==> src/rtl/xlat_pkg.sv <==
// Shared types for the translation cache.
package xlat_pkg;

    // Access rights kept per cached page.
    typedef struct packed {
        logic writable;
        logic user;
    } perm_t;

    // Miss handling state.
    typedef enum logic {
        WK_IDLE = 1'b0,
        WK_BUSY = 1'b1
    } walk_state_e;

endpackage

==> src/rtl/xlat_entry_array.sv <==
// Entry storage and parallel tag match for the translation cache.
// Assumes: at most one fill per cycle; flush beats invalidate beats fill on an entry.
module xlat_entry_array #(
    parameter int N     = 8,
    parameter int VPN_W = 20,
    parameter int PPN_W = 20,
    parameter int IDXW  = (N > 1) ? $clog2(N) : 1
) (
    input  logic                 clk,
    input  logic                 rst_n,
    input  logic [VPN_W-1:0]     lk_vpn,
    input  logic                 flush,
    input  logic                 inv_en,
    input  logic [VPN_W-1:0]     inv_vpn,
    input  logic                 fill_en,
    input  logic [IDXW-1:0]      fill_idx,
    input  logic [VPN_W-1:0]     fill_vpn,
    input  logic [PPN_W-1:0]     fill_ppn,
    input  xlat_pkg::perm_t      fill_perm,
    output logic                 hit,
    output logic [PPN_W-1:0]     hit_ppn,
    output xlat_pkg::perm_t      hit_perm,
    output logic [N-1:0]         valid_vec
);

    logic [N-1:0]       match_vec;
    logic [PPN_W-1:0]   ppn_arr  [N];
    xlat_pkg::perm_t    perm_arr [N];

    for (genvar i = 0; i < N; i++) begin : g_ent
        logic              v_q;
        logic [VPN_W-1:0]  tag_q;
        logic [PPN_W-1:0]  ppn_q;
        xlat_pkg::perm_t   perm_q;

        // Keep one entry: flush and invalidate clear it, a fill aimed here loads it.
        always_ff @(posedge clk) begin
            if (!rst_n) begin
                v_q <= 1'b0;
            end else if (flush) begin
                v_q <= 1'b0;
            end else if (inv_en && v_q && (tag_q == inv_vpn)) begin
                v_q <= 1'b0;
            end else if (fill_en && (fill_idx == IDXW'(i))) begin
                v_q    <= 1'b1;
                tag_q  <= fill_vpn;
                ppn_q  <= fill_ppn;
                perm_q <= fill_perm;
            end
        end

        assign valid_vec[i] = v_q;
        assign match_vec[i] = v_q && (tag_q == lk_vpn);
        assign ppn_arr[i]   = ppn_q;
        assign perm_arr[i]  = perm_q;

        // an invalidated page is gone from this entry on the next cycle.
        a_r7_inv_removes: assert property (@(posedge clk) disable iff (!rst_n)
            (inv_en && v_q && (tag_q == inv_vpn)) |=> (!v_q || (tag_q != $past(inv_vpn))));
    end

    // Select the data of the matching entry by masked OR.
    always_comb begin
        hit      = |match_vec;
        hit_ppn  = '0;
        hit_perm = '0;
        for (int i = 0; i < N; i++) begin
            if (match_vec[i]) begin
                hit_ppn  = hit_ppn | ppn_arr[i];
                hit_perm = hit_perm | perm_arr[i];
            end
        end
    end

    // fills happen only on a miss, so a page never sits in two entries.
    a_r3_single_match: assert property (@(posedge clk) disable iff (!rst_n)
        $onehot0(match_vec));

    // a root write empties the array.
    a_r8_flush_empties: assert property (@(posedge clk) disable iff (!rst_n)
        flush |=> (valid_vec == '0));

endmodule

==> src/rtl/xlat_victim.sv <==
// Picks the entry a fill overwrites: the lowest empty one, else a round-robin pointer.
// Assumes: fill_en pulses once per installed translation.
module xlat_victim #(
    parameter int N    = 8,
    parameter int IDXW = (N > 1) ? $clog2(N) : 1
) (
    input  logic             clk,
    input  logic             rst_n,
    input  logic [N-1:0]     valid_vec,
    input  logic             fill_en,
    output logic [IDXW-1:0]  victim_idx
);

    localparam logic [IDXW-1:0] LAST = IDXW'(N - 1);

    logic [IDXW-1:0] ptr_q;
    logic [IDXW-1:0] first_free;
    logic            any_free;

    // Find the lowest-numbered empty entry.
    always_comb begin
        any_free   = 1'b0;
        first_free = '0;
        for (int i = N - 1; i >= 0; i--) begin
            if (!valid_vec[i]) begin
                any_free   = 1'b1;
                first_free = IDXW'(i);
            end
        end
    end

    assign victim_idx = any_free ? first_free : ptr_q;

    // Move the eviction pointer only when a valid entry is replaced.
    always_ff @(posedge clk) begin
        if (!rst_n) begin
            ptr_q <= '0;
        end else if (fill_en && !any_free) begin
            ptr_q <= (ptr_q == LAST) ? '0 : ptr_q + 1'b1;
        end
    end

    // while any entry is empty, the chosen entry is an empty one.
    a_r9_empty_first: assert property (@(posedge clk) disable iff (!rst_n)
        (valid_vec != '1) |-> !valid_vec[victim_idx]);

endmodule

==> src/rtl/xlat_walk_ctrl.sv <==
// Miss handler: issues one walk per miss and decides whether its answer may be cached.
// Assumes: the requester holds lk_valid and lk_vpn until lk_ready.
module xlat_walk_ctrl #(
    parameter int VPN_W = 20
) (
    input  logic              clk,
    input  logic              rst_n,
    input  logic              lk_valid,
    input  logic              lk_hit,
    input  logic [VPN_W-1:0]  lk_vpn,
    input  logic              rsp_valid,
    input  logic              flush,
    input  logic              inv_en,
    input  logic [VPN_W-1:0]  inv_vpn,
    output logic              walking,
    output logic [VPN_W-1:0]  walk_vpn,
    output logic              drop_fill
);

    xlat_pkg::walk_state_e state_q;
    logic [VPN_W-1:0]      vpn_q;
    logic                  stale_q;
    logic                  kill_now;

    assign walking   = (state_q == xlat_pkg::WK_BUSY);
    assign walk_vpn  = vpn_q;
    assign kill_now  = flush || (inv_en && (inv_vpn == vpn_q));
    assign drop_fill = stale_q || kill_now;

    // Start a walk on a miss, finish on the answer, note coherence events in between.
    always_ff @(posedge clk) begin
        if (!rst_n) begin
            state_q <= xlat_pkg::WK_IDLE;
            vpn_q   <= '0;
            stale_q <= 1'b0;
        end else begin
            case (state_q)
                xlat_pkg::WK_IDLE: begin
                    if (lk_valid && !lk_hit) begin
                        state_q <= xlat_pkg::WK_BUSY;
                        vpn_q   <= lk_vpn;
                        stale_q <= 1'b0;
                    end
                end
                default: begin
                    if (rsp_valid) begin
                        state_q <= xlat_pkg::WK_IDLE;
                    end else if (kill_now) begin
                        stale_q <= 1'b1;
                    end
                end
            endcase
        end
    end

    // the walk address holds until the walker answers.
    a_r3_walk_addr_stable: assert property (@(posedge clk) disable iff (!rst_n)
        (walking && !rsp_valid) |=> (walking && $stable(walk_vpn)));

endmodule

==> src/rtl/xlat_cache.sv <==
// Fully associative translation cache with per-page invalidate and flush on root write.
// Assumes: the requester holds a lookup until lk_ready; the walker answers once per request.
module xlat_cache #(
    parameter int N     = 8,
    parameter int VPN_W = 20,
    parameter int PPN_W = 20
) (
    input  logic              clk,
    input  logic              rst_n,
    input  logic              lk_valid,
    input  logic [VPN_W-1:0]  lk_vpn,
    input  logic              lk_write,
    input  logic              lk_user,
    output logic              lk_ready,
    output logic              lk_fault,
    output logic [PPN_W-1:0]  lk_ppn,
    output logic              wk_req,
    output logic [VPN_W-1:0]  wk_vpn,
    input  logic              wk_rsp_valid,
    input  logic              wk_rsp_fault,
    input  logic [PPN_W-1:0]  wk_rsp_ppn,
    input  logic              wk_rsp_writable,
    input  logic              wk_rsp_user,
    input  logic              inv_valid,
    input  logic [VPN_W-1:0]  inv_vpn,
    input  logic              root_wr
);

    localparam int IDXW = (N > 1) ? $clog2(N) : 1;

    logic              hit;
    logic [PPN_W-1:0]  hit_ppn;
    xlat_pkg::perm_t   hit_perm;
    logic [N-1:0]      valid_vec;
    logic [IDXW-1:0]   victim_idx;
    logic              walking;
    logic              drop_fill;
    logic              fill_en;
    logic              perm_bad;
    logic              walk_fault;
    xlat_pkg::perm_t   rsp_perm;

    assign rsp_perm   = '{writable: wk_rsp_writable, user: wk_rsp_user};
    assign fill_en    = walking && wk_rsp_valid && !wk_rsp_fault && !drop_fill;
    assign walk_fault = walking && wk_rsp_valid && wk_rsp_fault;
    assign perm_bad   = (lk_write && !hit_perm.writable) || (lk_user && !hit_perm.user);

    // Complete a lookup from a hit, or from a faulting walker answer.
    always_comb begin
        lk_ready = lk_valid && ((!walking && hit) || walk_fault);
        lk_fault = hit ? perm_bad : walk_fault;
        lk_ppn   = (hit && !perm_bad) ? hit_ppn : '0;
    end

    assign wk_req = walking;

    xlat_entry_array #(.N(N), .VPN_W(VPN_W), .PPN_W(PPN_W), .IDXW(IDXW)) u_array (
        .clk       (clk),
        .rst_n     (rst_n),
        .lk_vpn    (lk_vpn),
        .flush     (root_wr),
        .inv_en    (inv_valid),
        .inv_vpn   (inv_vpn),
        .fill_en   (fill_en),
        .fill_idx  (victim_idx),
        .fill_vpn  (wk_vpn),
        .fill_ppn  (wk_rsp_ppn),
        .fill_perm (rsp_perm),
        .hit       (hit),
        .hit_ppn   (hit_ppn),
        .hit_perm  (hit_perm),
        .valid_vec (valid_vec)
    );

    xlat_victim #(.N(N), .IDXW(IDXW)) u_victim (
        .clk        (clk),
        .rst_n      (rst_n),
        .valid_vec  (valid_vec),
        .fill_en    (fill_en),
        .victim_idx (victim_idx)
    );

    xlat_walk_ctrl #(.VPN_W(VPN_W)) u_walk (
        .clk       (clk),
        .rst_n     (rst_n),
        .lk_valid  (lk_valid),
        .lk_hit    (hit),
        .lk_vpn    (lk_vpn),
        .rsp_valid (wk_rsp_valid),
        .flush     (root_wr),
        .inv_en    (inv_valid),
        .inv_vpn   (inv_vpn),
        .walking   (walking),
        .walk_vpn  (wk_vpn),
        .drop_fill (drop_fill)
    );

    // a hit while idle never starts a walk.
    a_r2_hit_no_walk: assert property (@(posedge clk) disable iff (!rst_n)
        (!walking && lk_valid && hit) |=> !wk_req);

    // a faulting walker answer never adds a valid entry.
    a_r5_fault_not_cached: assert property (@(posedge clk) disable iff (!rst_n)
        (wk_rsp_valid && wk_rsp_fault) |=> ($countones(valid_vec) <= $past($countones(valid_vec))));

    // a root write in the answer cycle leaves nothing cached.
    a_r10_flush_beats_fill: assert property (@(posedge clk) disable iff (!rst_n)
        (walking && wk_rsp_valid && root_wr) |=> (valid_vec == '0));

endmodule

==> config.mk <==
export PLATFORM = sky130hd
export DESIGN_NAME = xlat_cache
export DESIGN_NICKNAME = d
export VERILOG_FILES = /design/src/rtl/xlat_pkg.sv /design/src/rtl/xlat_entry_array.sv /design/src/rtl/xlat_victim.sv /design/src/rtl/xlat_walk_ctrl.sv /design/src/rtl/xlat_cache.sv
export SDC_FILE = /design/constraint.sdc
export NUM_CORES = 1
export LEC_CHECK = 0
export BUFFER_PORTS_ARGS = -buffer_cell sky130_fd_sc_hd__buf_2
export CAP_MARGIN = 20
export CORE_MARGIN = 4
export CORE_UTILIZATION = 40
export CTS_BUF_LIST = sky130_fd_sc_hd__clkbuf_4 sky130_fd_sc_hd__clkbuf_8
export DETAILED_ROUTE_END_ITERATION = 10
export PLACE_DENSITY = 0.56
export SLEW_MARGIN = 20
export SYNTH_ARGS = -nofsm -noshare
export SYNTH_HDL_FRONTEND = slang
export SYNTH_HIERARCHICAL = 1
export SYNTH_SLANG_ARGS = --single-unit
==> constraint.sdc <==
create_clock -name clk -period 6.62 [get_ports clk]
set_clock_uncertainty 0.2 [all_clocks]
set_input_delay 0.993 -clock clk [delete_from_list [all_inputs] [get_ports clk]]
set_output_delay 0.993 -clock clk [all_outputs]
set_load 0.005 [all_outputs]
# == Word-level counts from Yosys, hierarchy flattened ==
# Index checks and enable logic that the tools add are counted.
# totals
reg_bits,369
in_bits,71
output_inout_bits,43
word_cells,217
# op_classes
add_sub_neg,1
n_eq_ne,27
n_mux,43
bitwise_logic,25
reduce_logical,77
# ops
operator,n
equality test 20 bit,17
two-way mux 20 bit,9
bitwise OR 20 bit,7
logical AND 1 bit,44
AND reduction 4 bit,8
two-way mux 3 bit,10
OR reduction 3 bit,8
two-way mux 1 bit,16
two-way mux 2 bit,8
equality test 3 bit (second input constant),5
bitwise OR 2 bit,7
NOT 1 bit,11
logical NOT 1 bit,8
OR reduction 8 bit,1
equality test 3 x 2 -> 1 bit (second input constant),2
logical OR 1 bit,4
inequality test 2 bit (second input constant),2
adder 3 x 1 -> 3 bit (second input constant),1
equality test 3 x 1 -> 1 bit (second input constant),1
logical NOT 3 bit,1
AND reduction 3 bit,1
AND reduction 2 bit,1
nonzero test 2 bit,1

# == Logic depth before layout (Yosys ltp) ==
# Gate-level depths: netlist of run 1.
# logic_depth
depth_word,23
ltp_mapped,12

# == Modules after synthesis ==
# The synthesis of run 1 kept the hierarchy.
# by_module_without_submodules
mod,n_inst,cells_each,area_each_um2
xlat_entry_array,1,1138,16130.5
xlat_walk_ctrl,1,125,1079.8
xlat_cache,1,35,299.0
xlat_victim,1,31,236.5

# == Least setup slack after synthesis of run 1 ==
# Ideal clock, no wire load.
# synth_timing
path_kind,input to register
from,input inv_vpn[7]
to,register u_array/g_ent[5].perm_q[0] (netlist name) (enable)
t_arrival_ps,6124
setup_slack_ps,-250
path_stages,7
path_buffers,0
path_cell_list,xor2_1 nor4_2 nand4_1 o21ai_0 nor3_1 nand2_1 nor4_1
# synth_via
elab_chain_cells,8
# synth_lines
element,line_no,source
from (decl),xlat_cache.sv:25,"input logic [VPN_W-1:0] inv_vpn,"
equality test 20 bit,xlat_walk_ctrl.sv:27,assign kill_now = flush || (inv_en && (inv_vpn == vpn_q));
logical AND 1 bit,xlat_walk_ctrl.sv:27,
logical OR 1 bit,xlat_walk_ctrl.sv:27,
logical OR 1 bit,xlat_walk_ctrl.sv:28,assign drop_fill = stale_q || kill_now;
via drop_fill,xlat_cache.sv:37,logic drop_fill;
logical NOT 1 bit,xlat_cache.sv:44,assign fill_en = walking && wk_rsp_valid && !wk_rsp_fault && !drop_fill;
logical AND 1 bit,xlat_cache.sv:44,
via fill_en,xlat_cache.sv:38,logic fill_en;
logical AND 1 bit,xlat_entry_array.sv:44,end else if (fill_en && (fill_idx == IDXW'(i))) begin
AND reduction 4 bit (no line),-,
to (signal assigned),xlat_entry_array.sv:48,perm_q <= fill_perm;
to (decl),xlat_entry_array.sv:34,xlat_pkg::perm_t perm_q;
# The timed path passes the listed nets, and every way through them passes these cells.
# A chain may end at the register's enable or synchronous reset.

==> metrics.md, run 1 <==
| Metric | Value |
|---|---|
| Share of layout cells above drive strength 1 | 0.201 |
| Total CTS buffers | 67 |
| Seq pwr share | 0.504 |
| Total clock sinks | 369 |
| Total GRT Usage | 0.252 |
| Vias/cell | 5.90 |
| Status | complete, no violations |
| Post-synth ARST share | 0 |
| Reg2Reg Setup Slack | 2140 ps |
| Port buffer count | 113 |
| Routed WL | 60.9 mm |
| Clock power share | 0.434 |
| Die area | 47,800 sq um |
| Warnings from Yosys | 6 |
| # fillers | 3,954 |
| Critical path capture point type | primary output |
| Clock Tree Root | clkbuf_8 |
| Fin nets | 1,523 |
| First-pass GRT wire length | 87.1 mm |
| VDD IR max | 0.000113 V |
| Yosys cell types | 58 |
| Routed WL per cell | 29.2 um |
| Most frequent CP cell | buf_2 |
| Largest net degree at the start of global routing | 43 |
| Height of the die | 219 um |
| Number of synthesized flops with an enable pin | 336 |
| Slew Viols, Final | 0 |
| Die X | 219 um |
| CP Max Fanout | 21 |
| Switch share | 0.236 |
| Synthesized instance count | 1,329 |
| Number of H-tree levels | 3 |
| Worst skew pair latency | 610 ps |
| Ys flop type | edfxtp_1 |
| Vias in the first global route | 11,900 |
| Slew margin rel. | 0.385 |
| # diodes | 0 |
| Internal power | 3.90 mW |
| Most common cell after layout, fill and taps aside | edfxtp_1 |
| Worst Hold Class | register to register |
| DRC Markers | 0 |
| Clk slew on worst S/H paths | 60 ps |
| Final worst path period need | 5090 ps |
| Slew of the pin with the lowest slew margin | 918 ps |
| Max Cap Viol | 0 |
| Row count | 76 |
| WS Path Type | primary input to primary output |
| Core footprint | 43,500 sq um |
| Final Cycle Share | 0.769 |
| Final Wtd Congestion | 0.958 |
| Syn Area/Cell | 13.4 sq um |
| Length of the first detailed-routing pass in iterations | 5 |
| WP data required | 5430 ps |
| Clk buf depth | 3 |
| Startpoint types | primary input |
| Global route overflow | 0 |
| Pwr/cell area | 254 nW/um^2 |
| Hold Slack | 294 ps |
| DR vias | 12,300 |
| CP max stage cell | nor4_4 |
| Synth Cell Area | 17,700 sq um |
| CP peak stage delay | 590 ps |
| Final Worst Setup Slack | 1530 ps |
| Worst EP arrival | 3900 ps |
| Cts repair resizes | 0 |
| CTS tree | built |
| F_max | 196 MHz |
| CTS Hold Bufs | 0 |
| Initial antenna violation count | 1 |
| DP HPWL | 40.4 mm |
| Pleak | 6.78 nW |
| Initial core utilization | 0.408 |
| Final Hold Viols | 0 |
| Count of final setup violators | 0 |
| RSZ-0062 raised after global routing | no |
| I/O pin count | 114 |
| Syn nets | 1,402 |
| Initial DRC count | 1,432 |
| Switching power | 1.20 mW |
| #FFs+latches synth | 369 |
| P&R area growth vs syn | 13.3% |
| Most frequent cells in the layout | 336 x edfxtp_1, 219 x xor2_1, 113 x buf_2 |
| Post-CTS Setup Bufs | 0 |
| Sequential area share after synthesis | 0.606 |
| Place WS | 1640 ps |
| Critical Path, Cell by Cell | buf_2, xnor2_1, nand4_1, nor4_4, buf_4, and3_1, a31oi_1, nand4b_1, nand2b_4, and4_1, buf_2 |
| Part of the power in combinational logic | 0.062 |
| Antenna-violating nets left | 0 |
## worst paths after layout
path | startpoint | to | depth (start not counted)
setup / recovery | lk_vpn[19] | lk_ppn[1] | 11
hold / removal | u_victim/ptr_q[2] | u_victim/ptr_q[2] | 2
setup reg to reg | u_walk/walk_vpn[4] | u_array/g_ent[7].tag_q[6] | 8
hold reg to reg | u_victim/ptr_q[2] | u_victim/ptr_q[2] | 2
## final cells by class
cell class / count / area (sq um) / share of cell area
tap: 585 / 732 / 0.0364
clock inverter: 24 / 211 / 0.0105
multi-input combinational: 845 / 6350 / 0.316
inverter: 13 / 48.8 / 0.00243
clock buffer: 93 / 1130 / 0.0562
timing repair buffer: 154 / 886 / 0.0441
sequential: 369 / 10800 / 0.535
## stage by stage
stage | area (sq um) | setup TNS (ps) | power [mW] | utilization | instances
2_1_floorplan | 17700 | -49950 | 2.79 | - | 1329
3_3_place_gp | 18800 | 0 | 2.93 | 0.432 | 1966
3_5_place_dp | 18800 | 0 | 2.93 | 0.432 | 1966
4_1_cts | 20100 | 0 | 5.14 | 0.463 | 2083
5_1_grt | 20100 | 0 | 5.27 | 0.463 | 2083
6_report | 20100 | 0 | 5.10 | 0.463 | 2083
## metal layers
metal  routed length [um]  part of all wire  GRT usage  vias up
met1                26400              0.43      0.363     6335
met4                 1240             0.020     0.0683        0
met5                    0                 0          0        -
li1                     -                 -          -     5226
met2                28100              0.46      0.396      649
met3                 5080             0.083     0.0435       70
## synthesized netlist by cell type (3+ instances only)
cell / n / area (sq um)
buf_2: 43 / 215
nor4_4: 3 / 63.8
nor2_1: 13 / 48.8
o21ai_0: 12 / 60.1
mux2i_1: 3 / 30.0
nor3_1: 13 / 65.1
a21boi_1: 6 / 45.0
nor4_1: 47 / 294
nand4b_1: 22 / 193
nand2_1: 74 / 278
a31oi_1: 28 / 175
xnor2_1: 108 / 946
nand3_1: 75 / 375
xnor2_2: 6 / 97.6
clkbuf_1: 12 / 45.0
dfxtp_1: 33 / 661
and4_1: 19 / 166
buf_6: 24 / 270
o2111ai_1: 23 / 201
xor2_1: 219 / 1920
nor4_2: 9 / 113
a21boi_0: 15 / 113
nor2b_1: 4 / 25.0
and3_1: 28 / 175
buf_4: 20 / 150
edfxtp_1: 336 / 10100
nand4_1: 84 / 526
inv_1: 11 / 41.3
## state kept, by name (all words and copies together), names as in the netlist
signal                flops
u_walk/walk_vpn          20
u_array/g_ent.ppn_q     160
u_array/g_ent.perm_q     16
u_array/g_ent.tag_q     160
u_walk/walking            1
u_array/g_ent.v_q         8
u_victim/ptr_q            3
u_walk/stale_q            1
## critical path: cells and delay by family
family	cells	cell delay (ps)
AOI/OAI and AO/OA	1	40
buffers and inverters	3	690
xor gates and xnor gates	1	460
and+or+nand+nor	6	1680
## cells by family after synthesis
group                    Yosys count  synth area share
XOR/XNOR                         334             0.168
adder cells (fa/ha/maj)            2           0.00141
flip-flops                       369             0.606
buffers and inverters            115            0.0429
AND/OR/NAND/NOR                  403             0.138
multiplexers                       3           0.00169
AO/OA/AOI/OAI                    103            0.0422
## power by group through the flow
stage	clock (mW)	combinational, mW	sequential [mW]
2_1_floorplan	0	0.172	2.62
3_3_place_gp	0	0.312	2.62
3_5_place_dp	0	0.313	2.62
4_1_cts	2.25	0.315	2.57
5_1_grt	2.37	0.333	2.57
6_report	2.21	0.319	2.57
No activity file was read; power rests on OpenSTA's default activity.
==> inputs of run 2 (changes only) <==
Clock period 6.62 ns to 4.6 ns, I/O delays scaled along.
==> run 2 against run 1 <==
Core utilization grew 0.54 points. Combinational power grew 58%. Flip-flop and latch count is the same. Count of clock-buffer cells in the layout down 9. First-iteration DRC count down 4.3%. Global-route usage about the same. Power is 37% higher. Clock power up 28%. Critical path type is now register to primary output.
==> metrics.md, run 2 (synthesized netlist as in run 1, its figures left out) <==
| Metric | Value |
|---|---|
| Vias/cell | 5.79 |
| Routed WL | 61.4 mm |
| Vias in the first global route | 11,800 |
| Seq pwr share | 0.525 |
| Height of the die | 219 um |
| Share of layout cells above drive strength 1 | 0.215 |
| Final Hold Viols | 0 |
| Post-route insts no fill | 2,118 |
| Largest net degree at the start of global routing | 43 |
| Initial core utilization | 0.408 |
| Slew Viols, Final | 0 |
| Switching power | 1.71 mW |
| Most frequent cells in the layout | 336 x edfxtp_1, 219 x xor2_1, 113 x buf_2 |
| Status | complete, no violations |
| Reg-to-Reg End | u_array/g_ent[7].tag_q[4] |
| Final Cycle Share | 0.957 |
| Hold path depth | 1 |
| # diodes | 0 |
| Antenna-violating nets left | 0 |
| Final worst path period need | 4400 ps |
| Critical Path, Cell by Cell | xor2_1, nor4_1, nand4_1, buf_4, o2111ai_1, nand4b_1, nand2b_4, and4_1, buf_2 |
| Clock power share | 0.403 |
| Number of H-tree levels | 2 |
| WS Path Type | register to primary output |
| CP bufs+invs | 2 |
| First-pass GRT wire length | 86.6 mm |
| Initial antenna violation count | 1 |
| RSZ-0062 raised after global routing | no |
| DR vias | 12,300 |
| Length of the first detailed-routing pass in iterations | 5 |
| I/O pin count | 114 |
| Hold Crit Endpoint | u_array/g_ent[3].ppn_q[19] |
| Utilization after layout | 0.468 |
| Routed WL per cell | 29.0 um |
| Post-CTS Setup Bufs | 0 |
| Part of the power in combinational logic | 0.072 |
| Core footprint | 43,500 sq um |
| Port buffer count | 113 |
| Clk buf depth | 3 |
| Worst path top cell family by delay | simple AND/OR/NAND/NOR gates |
| Total clock sinks | 369 |
| Die area | 47,800 sq um |
| Count of final setup violators | 0 |
| CP Max Fanout | 23 |
| Critical path capture point type | primary output |
| Row count | 76 |
| F_max | 227 MHz |
| Total GRT Usage | 0.252 |
| P&R area growth vs syn | 14.6% |
| Global route overflow | 0 |
| Initial DRC count | 1,370 |
| Slew of the pin with the lowest slew margin | 1170 ps |
| Final Wtd Congestion | 0.917 |
| Slew margin rel. | 0.214 |
| Worst R2R Start | u_walk/walk_vpn[8] |
| Place WS | 41.1 ps |
| Final Worst Setup Slack | 200 ps |
| Total power after layout | 7.02 mW |
| Clock Tree Root | clkbuf_8 |
| Most common cell after layout, fill and taps aside | edfxtp_1 |
| Fin nets | 1,557 |
| Internal power | 5.31 mW |
| VDD IR max | 0.000234 V |
| DRC Markers | 0 |
| Worst skew pair latency | 660 ps |
| Reg2Reg Setup Slack | 800 ps |
| Die X | 219 um |
| DP HPWL | 41.7 mm |
| Startpoint types | register |
| Min-delay src | wk_rsp_ppn[19] |
| Worst Hold Class | primary input to register |
| Switch share | 0.244 |
| CP max stage cell | nor4_1 |
| Worst r2r path cells | 10 |
| Placed Instances | 2,006 |
| Pwr/cell area | 345 nW/um^2 |
| Clk slew on worst S/H paths | 60 ps |
| Pleak | 6.91 nW |
| Total CTS buffers | 61 |
| WP data required | 3710 ps |
| Hold Slack | 93.6 ps |
| CTS tree | built |
| Max Cap Viol | 0 |
| Worst EP arrival | 3510 ps |
| # fillers | 3,959 |
| CP peak stage delay | 580 ps |
[run 2: layout make-up]
| class | count | area (sq um) | area share |
|---|---|---|---|
| Clock buffer | 84 | 1020 | 0.0501 |
| Clock inverter | 28 | 145 | 0.00713 |
| Inverter | 13 | 48.8 | 0.00240 |
| Multi-Input combinational cell | 845 | 6410 | 0.315 |
| Sequential cell | 369 | 10800 | 0.528 |
| Tap cell | 585 | 732 | 0.0360 |
| Timing Repair Buffer | 194 | 1240 | 0.0608 |
[run 2: power by group through the flow]
stage	clock [mW]	combinational, mW	sequential [mW]
finish	2.83	0.504	3.68
global route	3.02	0.525	3.68
CTS	2.88	0.497	3.68
detailed placement	0	0.495	3.75
global placement	0	0.493	3.75
floorplan	0	0.247	3.76
[run 2: how the worst max path moves through the flow]
stage | startpoint | endpoint | cells past startpoint
finish | u_array/g_ent[5].tag_q[8] | lk_ppn[1] | 9
global route | u_array/g_ent[6].tag_q[14] | lk_fault | 9
CTS | u_array/g_ent[5].tag_q[7] | lk_fault | 8
detailed placement | lk_vpn[7] | lk_fault | 9
global placement | lk_vpn[7] | lk_fault | 9
floorplan | inv_vpn[7] | u_array/g_ent[1].perm_q[0] | 7
[run 2: metrics by stage]
| step | instance area (sq um) | setup TNS (ps) |
|---|---|---|
| finish | 20300 | 0 |
| global route | 20300 | 0 |
| CTS | 20300 | 0 |
| detailed placement | 19200 | 0 |
| global placement | 19200 | 0 |
| floorplan | 17800 | -49610 |
[run 2: what timing repair did]
action | 4_1_cts | 5_1_grt
resized for setup | 1 | 2
cloned | 0 | 0
hold buffers | 0 | 0
setup endpoints to repair | 16 | 1
[run 2: metal layers]
layer	global-route usage	vias to the layer above	wire (um)
met5	0	-	13
met4	0.0569	2	1250
met3	0.0485	75	5710
met2	0.392	675	28100
met1	0.368	6221	26300
li1	-	5294	-
